==> src/rtl/wdt_pkg.sv <==
// Package: shared register offsets, key and identification table for the
// watchdog. Assumes 32-bit word accesses. Offsets are word indices (byte
// address bits 11:2).
package wdt_pkg;
    localparam int WIDX_W = 10;

    localparam logic [WIDX_W-1:0] W_LOAD  = 10'h000;
    localparam logic [WIDX_W-1:0] W_COUNT = 10'h001;
    localparam logic [WIDX_W-1:0] W_CTRL  = 10'h002;
    localparam logic [WIDX_W-1:0] W_CLEAR = 10'h003;
    localparam logic [WIDX_W-1:0] W_RAW   = 10'h004;
    localparam logic [WIDX_W-1:0] W_MASK  = 10'h005;
    localparam logic [WIDX_W-1:0] W_KEY   = 10'h300;
    localparam logic [WIDX_W-1:0] W_TCTL  = 10'h3C0;
    localparam logic [WIDX_W-1:0] W_TOUT  = 10'h3C1;
    localparam logic [WIDX_W-1:0] W_ID_LO = 10'h3F4;
    localparam logic [WIDX_W-1:0] W_ID_HI = 10'h3FF;

    localparam logic [31:0] UNLOCK_KEY = 32'h1ACC_E551;

    // Identification byte for entry idx (0 = lowest address of the bank).
    function automatic logic [7:0] id_byte(input logic [3:0] idx);
        case (idx)
            4'd0:    id_byte = 8'h04;
            4'd4:    id_byte = 8'h24;
            4'd5:    id_byte = 8'hB8;
            4'd6:    id_byte = 8'h1B;
            4'd8:    id_byte = 8'h0D;
            4'd9:    id_byte = 8'hF0;
            4'd10:   id_byte = 8'h05;
            4'd11:   id_byte = 8'hB1;
            default: id_byte = 8'h00;
        endcase
    endfunction
endpackage

==> src/rtl/wdt_counter.sv <==
// Module: watchdog down-counter with reload register.
// Counts down once per tick while running. Signals expiry on the 1->0 step
// and reloads on the tick after zero. A load write or a clear write in the
// same cycle takes priority over the tick. Assumes stop_i is only asserted
// together with expire_o.
module wdt_counter #(
    parameter int CNT_W = 32
) (
    input  logic             clk,
    input  logic             rst_n,
    input  logic             tick_i,
    input  logic             ld_we_i,
    input  logic [CNT_W-1:0] ld_val_i,
    input  logic             clr_we_i,
    input  logic             stop_i,
    output logic [CNT_W-1:0] cnt_o,
    output logic [CNT_W-1:0] load_o,
    output logic             expire_o
);
    localparam logic [CNT_W-1:0] ONE = CNT_W'(1);

    logic [CNT_W-1:0] cnt_q, load_q;
    logic             run_q;
    logic             step;

    // Purpose: a tick that is not pre-empted by a register write.
    assign step     = tick_i && run_q && !ld_we_i && !clr_we_i;
    assign expire_o = step && (cnt_q == ONE);
    assign cnt_o    = cnt_q;
    assign load_o   = load_q;

    // Purpose: reload register, count and run flag.
    always_ff @(posedge clk) begin
        if (!rst_n) begin
            cnt_q  <= '1;
            load_q <= '1;
            run_q  <= 1'b1;
        end else if (ld_we_i) begin
            load_q <= ld_val_i;
            cnt_q  <= ld_val_i;
            run_q  <= 1'b1;
        end else if (clr_we_i) begin
            cnt_q <= load_q;
        end else if (step) begin
            cnt_q <= (cnt_q == '0) ? load_q : cnt_q - ONE;
            if (stop_i) run_q <= 1'b0;
        end
    end

    // an unblocked tick on a non-zero count lowers it by one
    a_r1_decrement: assert property (@(posedge clk) disable iff (!rst_n)
        (step && cnt_q != '0) |=> cnt_q == $past(cnt_q) - ONE);
    // an unblocked tick at zero reloads
    a_r11_reload: assert property (@(posedge clk) disable iff (!rst_n)
        (step && cnt_q == '0) |=> cnt_q == $past(load_q));
    // a stopped counter holds unless software writes it
    a_r4_frozen: assert property (@(posedge clk) disable iff (!rst_n)
        (!run_q && !ld_we_i && !clr_we_i) |=> $stable(cnt_q));
    // a load write lands in both registers
    a_r3_load: assert property (@(posedge clk) disable iff (!rst_n)
        ld_we_i |=> (cnt_q == $past(ld_val_i)) && (load_q == $past(ld_val_i)));
endmodule

==> src/rtl/wdt_status.sv <==
// Module: two-stage expiry status and output stage.
// The first expiry sets the raw interrupt. An expiry while that is still set
// sets the sticky reset status and asks the counter to stop. The outputs are
// gated by their enables, or taken from the test register in test mode.
module wdt_status (
    input  logic       clk,
    input  logic       rst_n,
    input  logic       expire_i,
    input  logic       clr_we_i,
    input  logic       int_en_i,
    input  logic       res_en_i,
    input  logic       test_en_i,
    input  logic [1:0] test_out_i,
    output logic       stop_o,
    output logic       raw_int_o,
    output logic       int_o,
    output logic       res_o
);
    logic raw_q, rst_stat_q;

    assign stop_o    = expire_i && raw_q;
    assign raw_int_o = raw_q;

    // Purpose: raw interrupt and sticky reset status.
    always_ff @(posedge clk) begin
        if (!rst_n) begin
            raw_q      <= 1'b0;
            rst_stat_q <= 1'b0;
        end else begin
            if (clr_we_i)                 raw_q <= 1'b0;
            else if (expire_i && !raw_q)  raw_q <= 1'b1;
            if (expire_i && raw_q)        rst_stat_q <= 1'b1;
        end
    end

    // Purpose: output selection between normal status and test override.
    always_comb begin
        if (test_en_i) begin
            int_o = test_out_i[1];
            res_o = test_out_i[0];
        end else begin
            int_o = raw_q && int_en_i;
            res_o = rst_stat_q && res_en_i;
        end
    end

    // the reset status can only rise if the interrupt was already pending
    a_r4_second_stage: assert property (@(posedge clk) disable iff (!rst_n)
        $rose(rst_stat_q) |-> $past(raw_q));
    // a clear write leaves the raw interrupt low
    a_r6_clear: assert property (@(posedge clk) disable iff (!rst_n)
        clr_we_i |=> !raw_q);
endmodule

==> src/rtl/wdt_regs.sv <==
// Module: APB register file, lock gate and read mux.
// Writes commit in the access phase. Read data is combinational from the
// address. No wait states and no error response are produced.
module wdt_regs #(
    parameter int CNT_W  = 32,
    parameter int DATA_W = 32,
    parameter int ADDR_W = 12
) (
    input  logic              clk,
    input  logic              rst_n,
    input  logic              psel,
    input  logic              penable,
    input  logic              pwrite,
    input  logic [ADDR_W-1:0] paddr,
    input  logic [DATA_W-1:0] pwdata,
    output logic [DATA_W-1:0] prdata,
    input  logic [CNT_W-1:0]  cnt_i,
    input  logic [CNT_W-1:0]  load_i,
    input  logic              raw_int_i,
    output logic              ld_we_o,
    output logic              clr_we_o,
    output logic              int_en_o,
    output logic              res_en_o,
    output logic              test_en_o,
    output logic [1:0]        test_out_o
);
    import wdt_pkg::*;

    logic [WIDX_W-1:0] widx;
    logic              wr, wr_ok;
    logic [1:0]        ctrl_q, tout_q;
    logic              lock_q, tctl_q;
    logic [3:0]        id_idx;
    logic              unused_ok;

    assign widx      = paddr[WIDX_W+1:2];
    assign unused_ok = ^paddr[1:0];
    assign wr        = psel && penable && pwrite;
    assign wr_ok     = wr && (!lock_q || widx == W_KEY);
    assign ld_we_o   = wr_ok && widx == W_LOAD;
    assign clr_we_o  = wr_ok && widx == W_CLEAR;
    assign int_en_o  = ctrl_q[0];
    assign res_en_o  = ctrl_q[1];
    assign test_en_o = tctl_q;
    assign test_out_o = tout_q;
    assign id_idx    = 4'(widx - W_ID_LO);

    // Purpose: writable configuration and lock registers.
    always_ff @(posedge clk) begin
        if (!rst_n) begin
            ctrl_q <= '0;
            tout_q <= '0;
            tctl_q <= 1'b0;
            lock_q <= 1'b0;
        end else if (wr_ok) begin
            case (widx)
                W_CTRL: ctrl_q <= pwdata[1:0];
                W_TCTL: tctl_q <= pwdata[0];
                W_TOUT: tout_q <= pwdata[1:0];
                W_KEY:  lock_q <= (pwdata[31:0] != UNLOCK_KEY);
                default: ;
            endcase
        end
    end

    // Purpose: read data selection by word offset.
    always_comb begin
        prdata = '0;
        if (widx >= W_ID_LO && widx <= W_ID_HI) begin
            prdata = DATA_W'(id_byte(id_idx));
        end else begin
            case (widx)
                W_LOAD:  prdata = DATA_W'(load_i);
                W_COUNT: prdata = DATA_W'(cnt_i);
                W_CTRL:  prdata = DATA_W'(ctrl_q);
                W_RAW:   prdata = DATA_W'(raw_int_i);
                W_MASK:  prdata = DATA_W'(raw_int_i && ctrl_q[0]);
                W_KEY:   prdata = DATA_W'(lock_q);
                W_TCTL:  prdata = DATA_W'(tctl_q);
                default: prdata = '0;
            endcase
        end
    end

    // while locked, writes elsewhere leave configuration unchanged
    a_r8_locked: assert property (@(posedge clk) disable iff (!rst_n)
        (lock_q && wr && widx != W_KEY) |=>
            $stable(ctrl_q) && $stable(tctl_q) && $stable(tout_q));
    // the exact key always opens the block
    a_r7_key: assert property (@(posedge clk) disable iff (!rst_n)
        (wr && widx == W_KEY && pwdata[31:0] == UNLOCK_KEY) |=> !lock_q);
endmodule

==> src/rtl/wdt_apb.sv <==
// Module: top of the lockable two-stage APB watchdog.
// Joins the register file, the down-counter and the status/output stage.
// Assumes a single clock: the tick input is already synchronous to clk.
module wdt_apb #(
    parameter int CNT_W  = 32,
    parameter int DATA_W = 32,
    parameter int ADDR_W = 12
) (
    input  logic              clk,
    input  logic              rst_n,
    input  logic              psel,
    input  logic              penable,
    input  logic              pwrite,
    input  logic [ADDR_W-1:0] paddr,
    input  logic [DATA_W-1:0] pwdata,
    output logic [DATA_W-1:0] prdata,
    input  logic              wdog_tick,
    output logic              wdog_int,
    output logic              wdog_res
);
    logic [CNT_W-1:0] cnt, load;
    logic ld_we, clr_we, int_en, res_en, test_en, expire, stop, raw_int;
    logic [1:0] test_out;

    wdt_regs #(.CNT_W(CNT_W), .DATA_W(DATA_W), .ADDR_W(ADDR_W)) u_regs (
        .clk(clk), .rst_n(rst_n), .psel(psel), .penable(penable),
        .pwrite(pwrite), .paddr(paddr), .pwdata(pwdata), .prdata(prdata),
        .cnt_i(cnt), .load_i(load), .raw_int_i(raw_int),
        .ld_we_o(ld_we), .clr_we_o(clr_we), .int_en_o(int_en),
        .res_en_o(res_en), .test_en_o(test_en), .test_out_o(test_out)
    );

    wdt_counter #(.CNT_W(CNT_W)) u_cnt (
        .clk(clk), .rst_n(rst_n), .tick_i(wdog_tick), .ld_we_i(ld_we),
        .ld_val_i(pwdata[CNT_W-1:0]), .clr_we_i(clr_we), .stop_i(stop),
        .cnt_o(cnt), .load_o(load), .expire_o(expire)
    );

    wdt_status u_stat (
        .clk(clk), .rst_n(rst_n), .expire_i(expire), .clr_we_i(clr_we),
        .int_en_i(int_en), .res_en_i(res_en), .test_en_i(test_en),
        .test_out_i(test_out), .stop_o(stop), .raw_int_o(raw_int),
        .int_o(wdog_int), .res_o(wdog_res)
    );

    // outside test mode the interrupt pin needs its enable
    a_r5_int_gate: assert property (@(posedge clk) disable iff (!rst_n)
        (!test_en && !int_en) |-> !wdog_int);
endmodule

==> config.mk <==
export PLATFORM = sky130hd
export DESIGN_NAME = wdt_apb
export DESIGN_NICKNAME = d
export VERILOG_FILES = /design/src/rtl/wdt_pkg.sv /design/src/rtl/wdt_counter.sv /design/src/rtl/wdt_status.sv /design/src/rtl/wdt_regs.sv /design/src/rtl/wdt_apb.sv
export SDC_FILE = /design/constraint.sdc
export NUM_CORES = 1
export LEC_CHECK = 0
export BUFFER_PORTS_ARGS = -buffer_cell sky130_fd_sc_hd__buf_2
export CAP_MARGIN = 40
export CORE_MARGIN = 8
export CORE_UTILIZATION = 30
export DETAILED_ROUTE_END_ITERATION = 12
export SLEW_MARGIN = 20
export SYNTH_ARGS = -nofsm -noshare
export SYNTH_HDL_FRONTEND = slang
export SYNTH_SLANG_ARGS = --single-unit
==> constraint.sdc <==
create_clock -name clk -period 2.71 [get_ports clk]
set_input_delay 0.1355 -clock clk [delete_from_list [all_inputs] [get_ports clk]]
set_output_delay 0.1355 -clock clk [all_outputs]
set_load 0.02 [all_outputs]
; ---- Word-level counts from Yosys, hierarchy flattened
; Memories as Yosys holds them, arrays and structs flattened.
; Cells that the tools add are included.
[totals]
mem_bits_ro = 128
input_bits = 50
reg_bits = 73
wordCells = 63
out_inout_bits = 34
mem_count = 1
[classes]
reduce_logical = 29
order_cmp = 2
eq_ne = 10
bitwise_logic = 2
n_mux = 8
addsub = 2
[mem_list]
columns = memory, words, width, rd, rd_ports_with_merged_regs, wr, line
row1 = (no name shown), 16, 8, 1, 0, 0, wdt_pkg.sv:23  ; case (idx)
[ops]
columns = cell, count
row1 = $pmux 32 s7, 1
row2 = $mux 32, 5
row3 = $eq 32x1->1 const B, 1
row4 = $logic_not 32->1, 1
row5 = $ne 32x29->1 const B, 1
row6 = $sub 32x1->32 const B, 1
row7 = $eq 10x10->1 const B, 3
row8 = $eq 10x2->1 const B, 2
row9 = $eq 10x3->1 const B, 2
row10 = $logic_and 1x1->1, 14
row11 = $eq 10x1->1 const B, 1
row12 = $ge 10x10->1 const B, 1
row13 = $le 10x10->1 const B, 1
row14 = $logic_not 10->1, 1
row15 = $reduce_and 2->1, 4
row16 = $logic_not 1->1, 4
row17 = $reduce_or 2->1, 2
row18 = $sub 4x3->4 const B, 1
row19 = $reduce_and 3->1, 1
row20 = $reduce_bool 3->1, 1
row21 = $mux 1, 2
row22 = $not 1->1, 2
row23 = $logic_or 1x1->1, 1

; ---- Depth between registers and ports, before layout
; Gate-level depths: netlist of the first run.
[depth]
ltp_word = 10
mapped_depth = 10
ltp_nobuf = 8

; ---- Hierarchy
; From an unflattened synthesis of the first run, not the netlist that was laid out.
[unflattened]
hier_cells = 608
hier_area_um2 = 4864.7
[by_module_without_submodules]
columns = module, cells_per_inst, area_per_inst_um2, seq_area_each_um2, instances
row1 = wdt_counter, 452, 3654.8, 1301.2, 1
row2 = wdt_regs, 144, 1117.3, 120.1, 1
row3 = wdt_status, 12, 92.6, 40.0, 1

; ---- Worst setup path before layout of the first run
; Ideal clock, no wire load.
[synth_timing]
kind = register to register
start = reg u_cnt.cnt_q[18], in the netlist u_cnt.cnt_o[18]
end = reg u_cnt.cnt_q[11], in the netlist u_cnt.cnt_o[11]
t_required_ns = 2.576
period_less_slack_ns = 2.390
setup_slack_ns = 0.320
stages_incl_launch_ff = 10
setup_ns = 0.134
n_path_buf = 3
arrival_time_ns = 2.256
cell_sequence = dfxtp_1 > buf_2 > or4_1 > nor3_2 > and3_1 > buf_2 > clkbuf_1 > nor3_1 > a211oi_1 > o21ai_0
[synth_between]
elab_chain_cells = 5
[synth_rtl]
columns = item, line
row1 = start: declaration, wdt_counter.sv:22  ; logic [CNT_W-1:0] cnt_q, load_q;
row2 = start signal: assignment, wdt_counter.sv:40  ; cnt_q <= ld_val_i;
row3 = start signal: assignment, wdt_counter.sv:43  ; cnt_q <= load_q;
row4 = start signal: assignment, wdt_counter.sv:45  ; cnt_q <= (cnt_q == '0) ? load_q : cnt_q - ONE;
row5 = $logic_not 32->1, wdt_counter.sv:45
row6 = $mux 32, wdt_counter.sv:45
row7 = $mux 32, wdt_counter.sv:44  ; end else if (step) begin
row8 = $mux 32, wdt_counter.sv:42  ; end else if (clr_we_i) begin
row9 = $mux 32, wdt_counter.sv:38  ; end else if (ld_we_i) begin
; No other way between the ends. The select of a mux whose other input is x is not followed.
; A chain may end at the register's enable or synchronous reset.

; ---- Worst setup path in the final report of the first run
[layout_timing]
start = reg u_cnt.cnt_q[19], in the netlist u_cnt.cnt_o[19]
end = reg u_cnt.cnt_q[27], in the netlist u_cnt.cnt_o[27]
[layout_between]
elab_chain_cells = 5
word_cells_on_any_way = 6
classes_between = add/sub (1) / mux (4) / reduce/logical (1)
[layout_rtl]
columns = item, line
row1 = $sub 32x1->32 / $logic_not 32->1 (equally long branches), wdt_counter.sv:45
row2 = $mux 32 (*), wdt_counter.sv:45
row3 = $mux 32 (*), wdt_counter.sv:44
row4 = $mux 32 (*), wdt_counter.sv:42
row5 = $mux 32 (*), wdt_counter.sv:38
; Mark *: on every way between the ends. The rest lies on a longest branch, timed or not. The select of a mux whose other input is x is not followed.

==> results.ini, run 1 <==
[setup_path]
crit_end=u_cnt.cnt_o[27]
r2r_slack_ns=0.21
r2r_end=u_cnt.cnt_o[27]
critPathKind=register to register
cp-end-kind=register
cp_max_fo=19
crit_path_start_kind=register
reg2reg_depth=7
worst_ep_arrival_time_ns=2.71
critPathLaunch=u_cnt.cnt_o[19]
critPathRequiredTime_ns=2.92
reg2reg_from=u_cnt.cnt_o[19]

[sta]
tns_ns=0
finalHoldViolCount=0
period_minus_slack_ns=2.501
maxSlewViolCount=0
period_share=0.9230
fmax_mhz=399.8
relSlewSlack=0.5323
worst_pin_slew_ns=0.6951
setup_viol=0
clock_skew_ns=0.008732
rsz0062_at_grt=false

[global_routing]
top_usage_layer=met2
grt_max_degree=48
grt_use_met2=0.2747
antenna_found_initial=0
grt_pass1_vias=5183
track_usage=0.1724
grtUsageMet3=0.03696
grt_util_met1=0.2206
grt_pass1_wl_um=27430
grt_overflow_total=0

[die]
io_pins=84
die_h_um=141.5
die_w_um=141.5
core_region_area_um2=15660
num_rows=46
initial_core_util=0.3020
die_area_um2=20030

[place]
place_area_um2=5552
gp_congestion=0.8481
io_buffers=81
dp.cells=937
hpwl_um=12740

[layout]
drive_above_1_share=0.2106
instances_no_fill=952
nets=793
area_delta_synth_final_pct=23.93
utilization=0.3742
antennaDiodeCount=0
stdcell_area_um2=5858

[drt]
drc=0
dr.pass1.iters=5
vias=5278
drt_iter0_markers=357
wl_per_cell_um=18.03
routed_wl_um=17160
drtAntennaViolNets=0
via_per_inst=5.544

[run_status]
status=finished, final reports clean

[clocking]
postCtsHoldBufs=0
cts_buffer_depth=2
root_buffer=clkbuf_16
htreeDepth=3
numCtsBuffers=9
path_clk_slew_ns=0.06
clkLatencyLatePin_ns=0.35
post_cts_buffers=0
cts_resized=0
cts_tree=done
cts.sinks=73

[synthesis]
synthesis.nets=701
syn-cell-area_um2=4727
seq_area_frac_synth=0.3092
ys_types=67
ys_warn_count=0
synth_edf_count=0
syn_area_per_cell_um2=7.374
async_flop_share=0
synthFlopType=dfxtp_1
synthCells=641
ys_seq_elements=73

[power_and_ir_drop]
powerDensity_nw_per_um2=431.5
p_leak_nw=2.427
ir_drop_uv=319.5

[run]
maxCapViolCount=0

[min_path]
hp-class=primary input to register

==> cell usage in the layout (no fill, tap or decap), drive strengths merged, types with 5 or more instances in the layout <==
master / Yosys / final
or3: 6 / 6
xnor2: 7 / 7
clkbuf: 33 / 10
a211o: 7 / 7
nor4: 19 / 19
a221o: 5 / 5
a211oi: 10 / 10
nand4: 9 / 9
and2: 5 / 5
o31ai: 6 / 6
or4: 9 / 9
nor3: 27 / 27
or3b: 5 / 5
nor2: 48 / 48
o21ai: 34 / 34
a21oi: 41 / 41
nand3: 39 / 39
nor4b: 5 / 5
nor4bb: 5 / 5
a22o: 26 / 26
nand2: 123 / 123
inv: 12 / 12
dfxtp: 73 / 73
buf: 10 / 124
o211ai: 5 / 5
ha: 10 / 10
==> Yosys cell counts (6+ instances only) <==
master    count  area (um^2)
nor4_1       17        106.4
o31ai_1       6        45.04
ha_1         10        125.1
a211o_1       7        61.31
clkbuf_1     32        120.1
a211oi_1     10        75.07
o21ai_0      32        160.2
a21oi_1      41        205.2
dfxtp_1      73         1461
nand3_1      39        195.2
xnor2_1       7        61.31
nand2_1     123        461.7
nor2_1       48        180.2
or4_1         8        60.06
nand4_1       9        56.30
or3_1         6        37.54
a22o_1       26        227.7
buf_2         7        35.03
nor3_1       25        125.1
inv_1        12        45.04
==> per-layer routing <==
layer / up-vias / share of wire
li1: 2565 / -
met1: 2503 / 0.45
met2: 180 / 0.46
met3: 30 / 0.058
met4: 0 / 0.027
met5: - / 0
==> stage by stage <==
step	power (W)	hold WS [ns]	worst slack (ns)
floorplan	0.001192	0.2595	0.3200
global placement	0.001283	0.3835	0.1018
detailed placement	0.001285	0.3858	0.07958
CTS	0.002544	0.02939	0.1687
global route	0.002596	0.05686	0.04596
finish	0.002528	0.03287	0.2086
==> registers in the layout (all words and copies together) (netlist names) <==
register / flops
u_cnt.cnt_o: 32
u_cnt.load_o: 32
u_regs.ctrl_q: 2
u_regs.test_out_o: 2
u_cnt.run_q: 1
u_regs.lock_q: 1
u_regs.test_en_o: 1
u_stat.raw_int_o: 1
u_stat.rst_stat_q: 1
==> how the worst min path moves through the flow <==
stage | slack (ns) | to | start | cells past startpoint
after global routing | 0.06 | u_cnt.load_o[8] | pwdata[8] | 3
after CTS | 0.03 | u_cnt.load_o[28] | pwdata[28] | 3
after detailed placement | 0.39 | u_cnt.load_o[28] | pwdata[28] | 3
after floorplan | 0.26 | u_cnt.load_o[28] | pwdata[28] | 2
final | 0.03 | u_cnt.load_o[4] | pwdata[4] | 3
after global placement | 0.38 | u_cnt.load_o[28] | pwdata[28] | 3
==> final cells by class <==
cell class                 count  area (um^2)
clock buffer                  10        229.0
multi-input combinational    513         3042
sequential                    73         1461
timing repair buffer         124        740.7
tap                          216        270.3
clock inverter                 4        70.07
inverter                      12        45.04
fill                        1717         9797
==> cells by family after synthesis <==
family | share of synthesized area
AOI/OAI and AO/OA | 0.2493
adders and majority gates | 0.02647
buffers and inverters | 0.04738
and+or+nand+nor | 0.3409
xor gates and xnor gates | 0.02038
DFF | 0.3092
muxes | 0.006353
==> worst max-delay path: stages, from the launching register on <==
cell       delay [ns]
dfxtp_1          0.37
or4_1            0.63
nor3_2           0.37
and3_1           0.27
buf_4            0.27
a2111oi_0        0.11
a211oi_1         0.23
o211ai_1         0.11
==> power by group <==
part	total [W]	switching, W	internal (W)	leakage (nW)
registers	0.00108	0.00000337	0.00108	0.591
logic	0.000184	0.000114	0.0000695	1.69
clock network	0.00127	0.000472	0.000793	0.148
(Power assumes the default switching activity.)
==> run 2, diff against run 1 <==
--- a/config.mk
+++ b/config.mk
@@ -8,4 +8,5 @@
 export BUFFER_PORTS_ARGS = -buffer_cell sky130_fd_sc_hd__buf_2
 export CAP_MARGIN = 40
+export CORE_ASPECT_RATIO = 0.6
 export CORE_MARGIN = 8
 export CORE_UTILIZATION = 30
==> constraint.sdc (replaced) <==
create_clock -name clk -period 2.71 [get_ports clk]
set_input_delay 0.542 -clock clk [delete_from_list [all_inputs] [get_ports clk]]
set_output_delay 0.542 -clock clk [all_outputs]
set_load 0.02 [all_outputs]
==> run 2 against run 1 <==
- utilization grew 5.5 points
- clock skew down 0.00095 ns
- global-route usage rose by 0.62 points
- clock power up 5%
- sequential share of layout area is 2.8 points lower
- combinational power rose by 36%
- via count grew 4.3%
- first-iteration DRC count grew 68%
- wire length grew 5.7%
- worst hold slack improved by 0.42 ns
- cell area rose by 13%
- register-to-register slack lost 0.04 ns
==> results.ini, run 2 (same netlist as run 1, synthesis figures left out) <==
[power_and_ir_drop]
ir_drop_uv=309.7  ; was 319.5 uV
powerDensity_nw_per_um2=402.7  ; was 431.5 nW/um^2
p_leak_nw=2.764  ; was 2.427 nW

[layout]
final_common_cell=nand2_1  ; unchanged
antennaDiodeCount=0  ; unchanged
layout_common_cells=nand2_1 (122), buf_4 (102), dfxtp_1 (73), buf_2 (61), nor2_1 (47)  ; was nand2_1 (123), buf_2 (81), dfxtp_1 (73), nor2_1 (48), buf_4 (42)
n_fill_cell=1582  ; was 1717
area_delta_synth_final_pct=39.52  ; was 23.93%
drive_above_1_share=0.2888  ; was 0.2106
nets=848  ; was 793

[clocking]
numCtsBuffers=9  ; unchanged
cts_buffer_depth=2  ; unchanged
cts.sinks=73  ; unchanged
root_buffer=clkbuf_16  ; unchanged
path_clk_slew_ns=0.06  ; about the same
postCtsHoldBufs=0  ; unchanged
clkLatencyLatePin_ns=0.34  ; was 0.35 ns
cts_tree=done  ; unchanged
htreeDepth=3  ; unchanged

[setup_path]
reg2reg_from=u_cnt.cnt_o[0]  ; was u_cnt.cnt_o[19]
reg2reg_depth=9  ; was 7
critPathRequiredTime_ns=2.17  ; was 2.92 ns
crit_end=prdata[26]  ; was u_cnt.cnt_o[27]
r2r_slack_ns=0.17  ; was 0.21 ns
crit_path_start_kind=primary input  ; was register
cp_max_fo=10  ; was 19
critPathKind=primary input to output port  ; was register to register
r2r_end=u_cnt.cnt_o[12]  ; was u_cnt.cnt_o[27]
worst_ep_arrival_time_ns=2.13  ; was 2.71 ns
cp-end-kind=output port  ; was register
critPathLaunch=paddr[4]  ; was u_cnt.cnt_o[19]

[drt]
vias=5504  ; was 5278
wl_per_cell_um=18.21  ; was 18.03 um
dr.pass1.iters=5  ; unchanged
drt_iter0_markers=599  ; was 357
drtAntennaViolNets=0  ; unchanged
routed_wl_um=18140  ; was 17160 um
via_per_inst=5.526  ; was 5.544
drc=0  ; unchanged

[global_routing]
track_usage=0.1785  ; was 0.1724
antenna_found_initial=0  ; unchanged
grt_pass1_wl_um=28410  ; was 27430 um
grt_pass1_vias=5244  ; was 5183
grt_max_degree=48  ; unchanged
grt_overflow_total=0  ; unchanged

[sta]
fmax_mhz=374.3  ; was 399.8 MHz
rsz0062_at_grt=true  ; was false
tns_ns=0  ; unchanged
relSlewSlack=0.4933  ; was 0.5323
worst_pin_slew_ns=0.7499  ; was 0.6951 ns
clock_skew_ns=0.007779  ; was 0.008732 ns
maxSlewViolCount=0  ; unchanged
period_share=0.9858  ; was 0.9230
setup_viol=0  ; unchanged
period_minus_slack_ns=2.671  ; was 2.501 ns
fin_ws_ns=0.03859  ; was 0.2086 ns
finalHoldViolCount=0  ; unchanged

[die]
num_rows=35  ; was 46
die_area_um2=20160  ; was 20030 um^2
io_pins=84  ; unchanged
die_h_um=113.2  ; was 141.5 um
die_w_um=178.1  ; was 141.5 um
initial_core_util=0.3075  ; was 0.3020
core_region_area_um2=15370  ; was 15660 um^2

[place]
gp_congestion=0.9425  ; was 0.8481
place_ws_ns=-0.2483  ; was 0.07958 ns
io_buffers=81  ; unchanged
hpwl_um=14080  ; was 12740 um

[min_path]
hp-class=primary input to register  ; unchanged

[run]
maxCapViolCount=0  ; unchanged

[run_status]
status=finished, final reports clean  ; unchanged

==> run 2: worst max-delay path, cell delays in order <==
cell	delay, ns
buf_8	0.10
clkinvlp_4	0.08
ha_4	0.14
or3b_4	0.41
nor2_4	0.14
and2_4	0.23
buf_8	0.16
a22o_1	0.18
buf_4	0.16
==> run 2: layer usage <==
| layer | vias up | part of all wire | global-route usage |
|---|---|---|---|
| met5 | - | 0 | 0 |
| met3 | 19 | 0.094 | 0.05121 |
| li1 | 2673 | - | - |
| met2 | 259 | 0.39 | 0.2407 |
| met4 | 0 | 0.010 | 0.03816 |
| met1 | 2553 | 0.51 | 0.2690 |
==> run 2: worst min-delay path by stage <==
stage,start,endpoint,slack (ns),cells past startpoint
2_1_floorplan,u_cnt.load_o[24],u_cnt.load_o[24],0.43,2
3_3_place_gp,u_cnt.load_o[24],u_cnt.load_o[24],0.45,2
3_5_place_dp,u_cnt.load_o[25],u_cnt.load_o[25],0.45,2
4_1_cts,pwdata[8],u_cnt.load_o[8],0.44,3
5_1_grt,pwdata[13],u_cnt.load_o[13],0.46,3
6_report,pwdata[13],u_cnt.load_o[13],0.45,3
==> run 2: what timing repair did <==
action                     in CTS  in global routing
gates resized for setup        21                 30
gates cloned                    1                  0
setup buffers                   0                  1
setup endpoints to repair      32                 22
pin swaps                       0                  8
==> run 2: where the power goes <==
group	total [W]	switching, W	internal, W
logic	0.000251	0.000136	0.000115
registers	0.00108	0.00000266	0.00108
clock network	0.00133	0.000470	0.000857
==> run 2: layout make-up <==
type                            instances  area, um^2  share of cell area
Multi-Input combinational cell        513        3146              0.4769
Sequential cell                        73        1461              0.2216
Timing Repair Buffer                  179        1354              0.2053
Clock buffer                           12       256.5             0.03889
Tap cell                              203       254.0             0.03851
Clock inverter                          4       75.07             0.01138
Inverter                               12       48.80            0.007399
==> run 2: metrics by stage <==
| stage | hold WS [ns] | instance area [um^2] | instances | util | power [W] |
|---|---|---|---|---|---|
| 2_1_floorplan | 0.4311 | 4758 | 641 | - | 0.001196 |
| 3_3_place_gp | 0.4496 | 6060 | 978 | 0.3942 | 0.001335 |
| 3_5_place_dp | 0.4542 | 6060 | 978 | 0.3942 | 0.001336 |
| 4_1_cts | 0.4444 | 6482 | 995 | 0.4217 | 0.002661 |
| 5_1_grt | 0.4616 | 6595 | 996 | 0.4291 | 0.002748 |
| 6_report | 0.4485 | 6595 | 996 | 0.4291 | 0.002656 |
==> run 3, diff against run 2 <==
Settings changed: SYNTH_HIERARCHICAL set to 1.
==> run 3 against run 2 <==
- the flow now finishes with violations (setup timing)
- power down 4.9%
- global-route usage up 1.7 points
- fmax down 2.9%
- clock power down 14%
- setup slack worse by 0.080 ns
- first-iteration DRC count up 47%
- die area up 2.6%
- utilization up 2.7 points
- count of clock-buffer cells in the layout unchanged
- register-to-register slack worse by 0.08 ns
- cell count up 2.2%
- clock skew about the same
- critical path type unchanged
==> results.ini, run 3 <==
[min_path]
hp-class=register to register  ; was primary input to register
hold_depth=1  ; was 3

[layout]
final_common_cell=buf_4  ; was nand2_1
layout_common_cells=buf_4 (130), nand2_1 (74), dfxtp_1 (73), buf_2 (50), buf_6 (39)  ; was nand2_1 (122), buf_4 (102), dfxtp_1 (73), buf_2 (61), nor2_1 (47)
utilization=0.4562  ; was 0.4291
area_delta_synth_final_pct=50.39  ; was 39.52%
nets=864  ; was 848
antennaDiodeCount=0  ; unchanged
drive_above_1_share=0.3696  ; was 0.2888

[drt]
wl_per_cell_um=20.72  ; was 18.21 um
drtAntennaViolNets=0  ; unchanged
routed_wl_um=21100  ; was 18140 um
vias=5920  ; was 5504
drc=0  ; unchanged
dr.pass1.iters=5  ; unchanged
via_per_inst=5.815  ; was 5.526
drt_iter0_markers=883  ; was 599

[setup_path]
crit_path_max_incr_delay_ns=0.55  ; was 0.41 ns
crit_end=prdata[30]  ; was prdata[26]
crit_family=buffers and inverters  ; was simple AND/OR/NAND/NOR gates
crit_path_start_kind=primary input  ; unchanged
crit_path_cell_trace=buf_6 > or4_4 > buf_6 > buf_6 > nor3_4 > buf_6 > clkbuf_16 > a22o_1 > buf_6  ; was buf_8 > clkinvlp_4 > ha_4 > or3b_4 > nor2_4 > and2_4 > buf_8 > a22o_1 > buf_4
reg2reg_depth=10  ; was 9
reg2reg_from=u_cnt/cnt_o[0]  ; was u_cnt.cnt_o[0]
critPathRequiredTime_ns=2.17  ; about the same
crit_top_cell=buf_6  ; was buf_8
r2r_slack_ns=0.09  ; was 0.17 ns
r2r_end=u_cnt/cnt_o[4]  ; was u_cnt.cnt_o[12]
critPathLaunch=paddr[9]  ; was paddr[4]
crit_buf_inv=6  ; was 4
worst_ep_arrival_time_ns=2.21  ; was 2.13 ns
crit_slowest_cell=or4_4  ; was or3b_4
cp_max_fo=4  ; was 10
cp-end-kind=output port  ; unchanged
cp.depth=9  ; unchanged
critPathKind=primary input to output port  ; unchanged

[power_and_ir_drop]
p_leak_nw=2.995  ; was 2.764 nW
ir_drop_uv=247.9  ; was 309.7 uV
powerDensity_nw_per_um2=345.3  ; was 402.7 nW/um^2
power.total_w=0.002526  ; was 0.002656 W

[sta]
fin_ws_ns=-0.04172  ; was 0.03859 ns
setup_viol=24  ; was 0
period_minus_slack_ns=2.752  ; was 2.671 ns
finalHoldViolCount=0  ; unchanged
relSlewSlack=0.4647  ; was 0.4933
tns_ns=-0.4709  ; was 0 ns
maxSlewViolCount=0  ; unchanged
rsz0062_at_grt=true  ; unchanged
worst_pin_slew_ns=0.8003  ; was 0.7499 ns
fmax_mhz=363.4  ; was 374.3 MHz
clock_skew_ns=0.007966  ; was 0.007779 ns
period_share=1.015  ; was 0.9858

[global_routing]
antenna_found_initial=0  ; unchanged
grt_pass1_wl_um=31510  ; was 28410 um
grt_pass1_vias=5412  ; was 5244
grt_overflow_total=0  ; unchanged
track_usage=0.1955  ; was 0.1785
grt_max_degree=46  ; was 48

[clocking]
htreeDepth=3  ; unchanged
cts.sinks=73  ; unchanged
cts_buffer_depth=2  ; unchanged
cts_tree=done  ; unchanged
root_buffer=clkbuf_16  ; unchanged
clkLatencyLatePin_ns=0.33  ; was 0.34 ns
numCtsBuffers=9  ; unchanged
path_clk_slew_ns=0.06  ; about the same
postCtsHoldBufs=0  ; unchanged

[run_status]
status=complete, but fails checks  ; was finished, final reports clean
violations=setup timing

[synthesis]
ys_seq_elements=73  ; unchanged
yosys.area.top_type=dfxtp_1  ; unchanged
seq_area_frac_synth=0.3004  ; was 0.3092
synthesis.nets=668  ; was 701
ys_warn_count=6  ; was 0
synthCells=608  ; was 641
ys_types=72  ; was 67
synth_top_area_frac=0.3004  ; was 0.3092
async_flop_share=0  ; unchanged
yosysMostFrequentCell=nand2_1  ; unchanged
synthTopCellsByArea=dfxtp_1 (30%), nand2_1 (6.0%), mux2i_1 (4.3%), a22o_1 (4.3%), nand3_1 (3.4%)  ; was dfxtp_1 (31%), nand2_1 (9.8%), a22o_1 (4.8%), a21oi_1 (4.3%), nand3_1 (4.1%)
ys_top_cells_by_count=nand2_1 (78), dfxtp_1 (73), nand3_1 (33)  ; was nand2_1 (123), dfxtp_1 (73), nor2_1 (48)
syn-cell-area_um2=4865  ; was 4727 um^2
synthFlopType=dfxtp_1  ; unchanged
synth_edf_count=0  ; unchanged
syn_area_per_cell_um2=8.001  ; was 7.374 um^2

[die]
die_h_um=114.6  ; was 113.2 um
die_w_um=180.4  ; was 178.1 um
num_rows=36  ; was 35
die_area_um2=20680  ; was 20160 um^2
core_region_area_um2=16040  ; was 15370 um^2
initial_core_util=0.3034  ; was 0.3075
io_pins=84  ; unchanged

[place]
hpwl_um=15760  ; was 14080 um
place_ws_ns=-0.3455  ; was -0.2483 ns
io_buffers=81  ; unchanged
gp_congestion=0.9298  ; was 0.9425

[run]
maxCapViolCount=0  ; unchanged

run 3: metrics by stage:
stage                     hold WS [ns]  cells  instance area (um^2)
final                           0.4643   1018                  7316
after global routing            0.4877   1018                  7316
after CTS                       0.4676   1008                  7015
after detailed placement        0.4544    980                  6417
after global placement          0.4492    980                  6411
after floorplan                 0.4402    608                  4995
run 3: timing repair:
item / in CTS / in global routing
buffers inserted: 9 / 9
pin swaps: 11 / 27
gates resized for setup: 46 / 49
cloned: 3 / 1
endpoints found under the setup margin: 28 / 54
run 3: worst min-delay path by stage:
stage / slack (ns) / from / end
floorplan: 0.44 / u_stat/rst_stat_q / u_stat/rst_stat_q
global placement: 0.45 / u_stat/rst_stat_q / u_stat/rst_stat_q
detailed placement: 0.45 / u_stat/rst_stat_q / u_stat/rst_stat_q
CTS: 0.47 / pwdata[9] / u_cnt/load_o[9]
global route: 0.49 / u_cnt/load_o[23] / u_cnt/load_o[23]
finish: 0.46 / u_stat/rst_stat_q / u_stat/rst_stat_q
run 3: layout make-up:
class / count / area (um^2)
Clock buffer: 12 / 256.5
Tap cell: 209 / 261.5
Inverter: 19 / 75.07
Sequential cell: 73 / 1461
Fill cell: 1581 / 8720
Clock inverter: 4 / 26.28
Timing Repair Buffer: 230 / 1913
Multi-Input combinational cell: 471 / 3322
run 3: routing by layer:
layer / track usage / vias to the layer above / wire, um
li1: - / 2732 / -
met1: 0.2854 / 2789 / 9859
met2: 0.2652 / 370 / 8280
met3: 0.06622 / 29 / 2584
met4: 0.04770 / 0 / 372
met5: 0 / - / 0
run 3: power breakdown:
part	internal [W]	leakage, nW	total (W)	switching, W
combinational	0.000127	2.26	0.000293	0.000166
sequential	0.00108	0.592	0.00109	0.00000653
clock	0.000671	0.139	0.00114	0.000474
total	0.00188	2.99	0.00253	0.000646
run 3: cell families after synthesis:
group,after synthesis,share of synthesized area
buffers and inverters,64,0.05658
XOR/XNOR,7,0.01260
adder cells (fa/ha/maj),10,0.02572
AND/OR/NAND/NOR,254,0.2888
AO/OA/AOI/OAI,178,0.2703
multiplexers,22,0.04552
flip-flops,73,0.3004
run 3: worst register-to-register path, stage by stage (launching register included):
cell and delay, ns:
dfxtp_1 0.31, inv_1 0.11, ha_1 0.18, or3b_2 0.48, or4_4 0.48, buf_4 0.18
nor3_4 0.16, buf_4 0.17, buf_4 0.13, nand3_1 0.07, a31oi_1 0.24
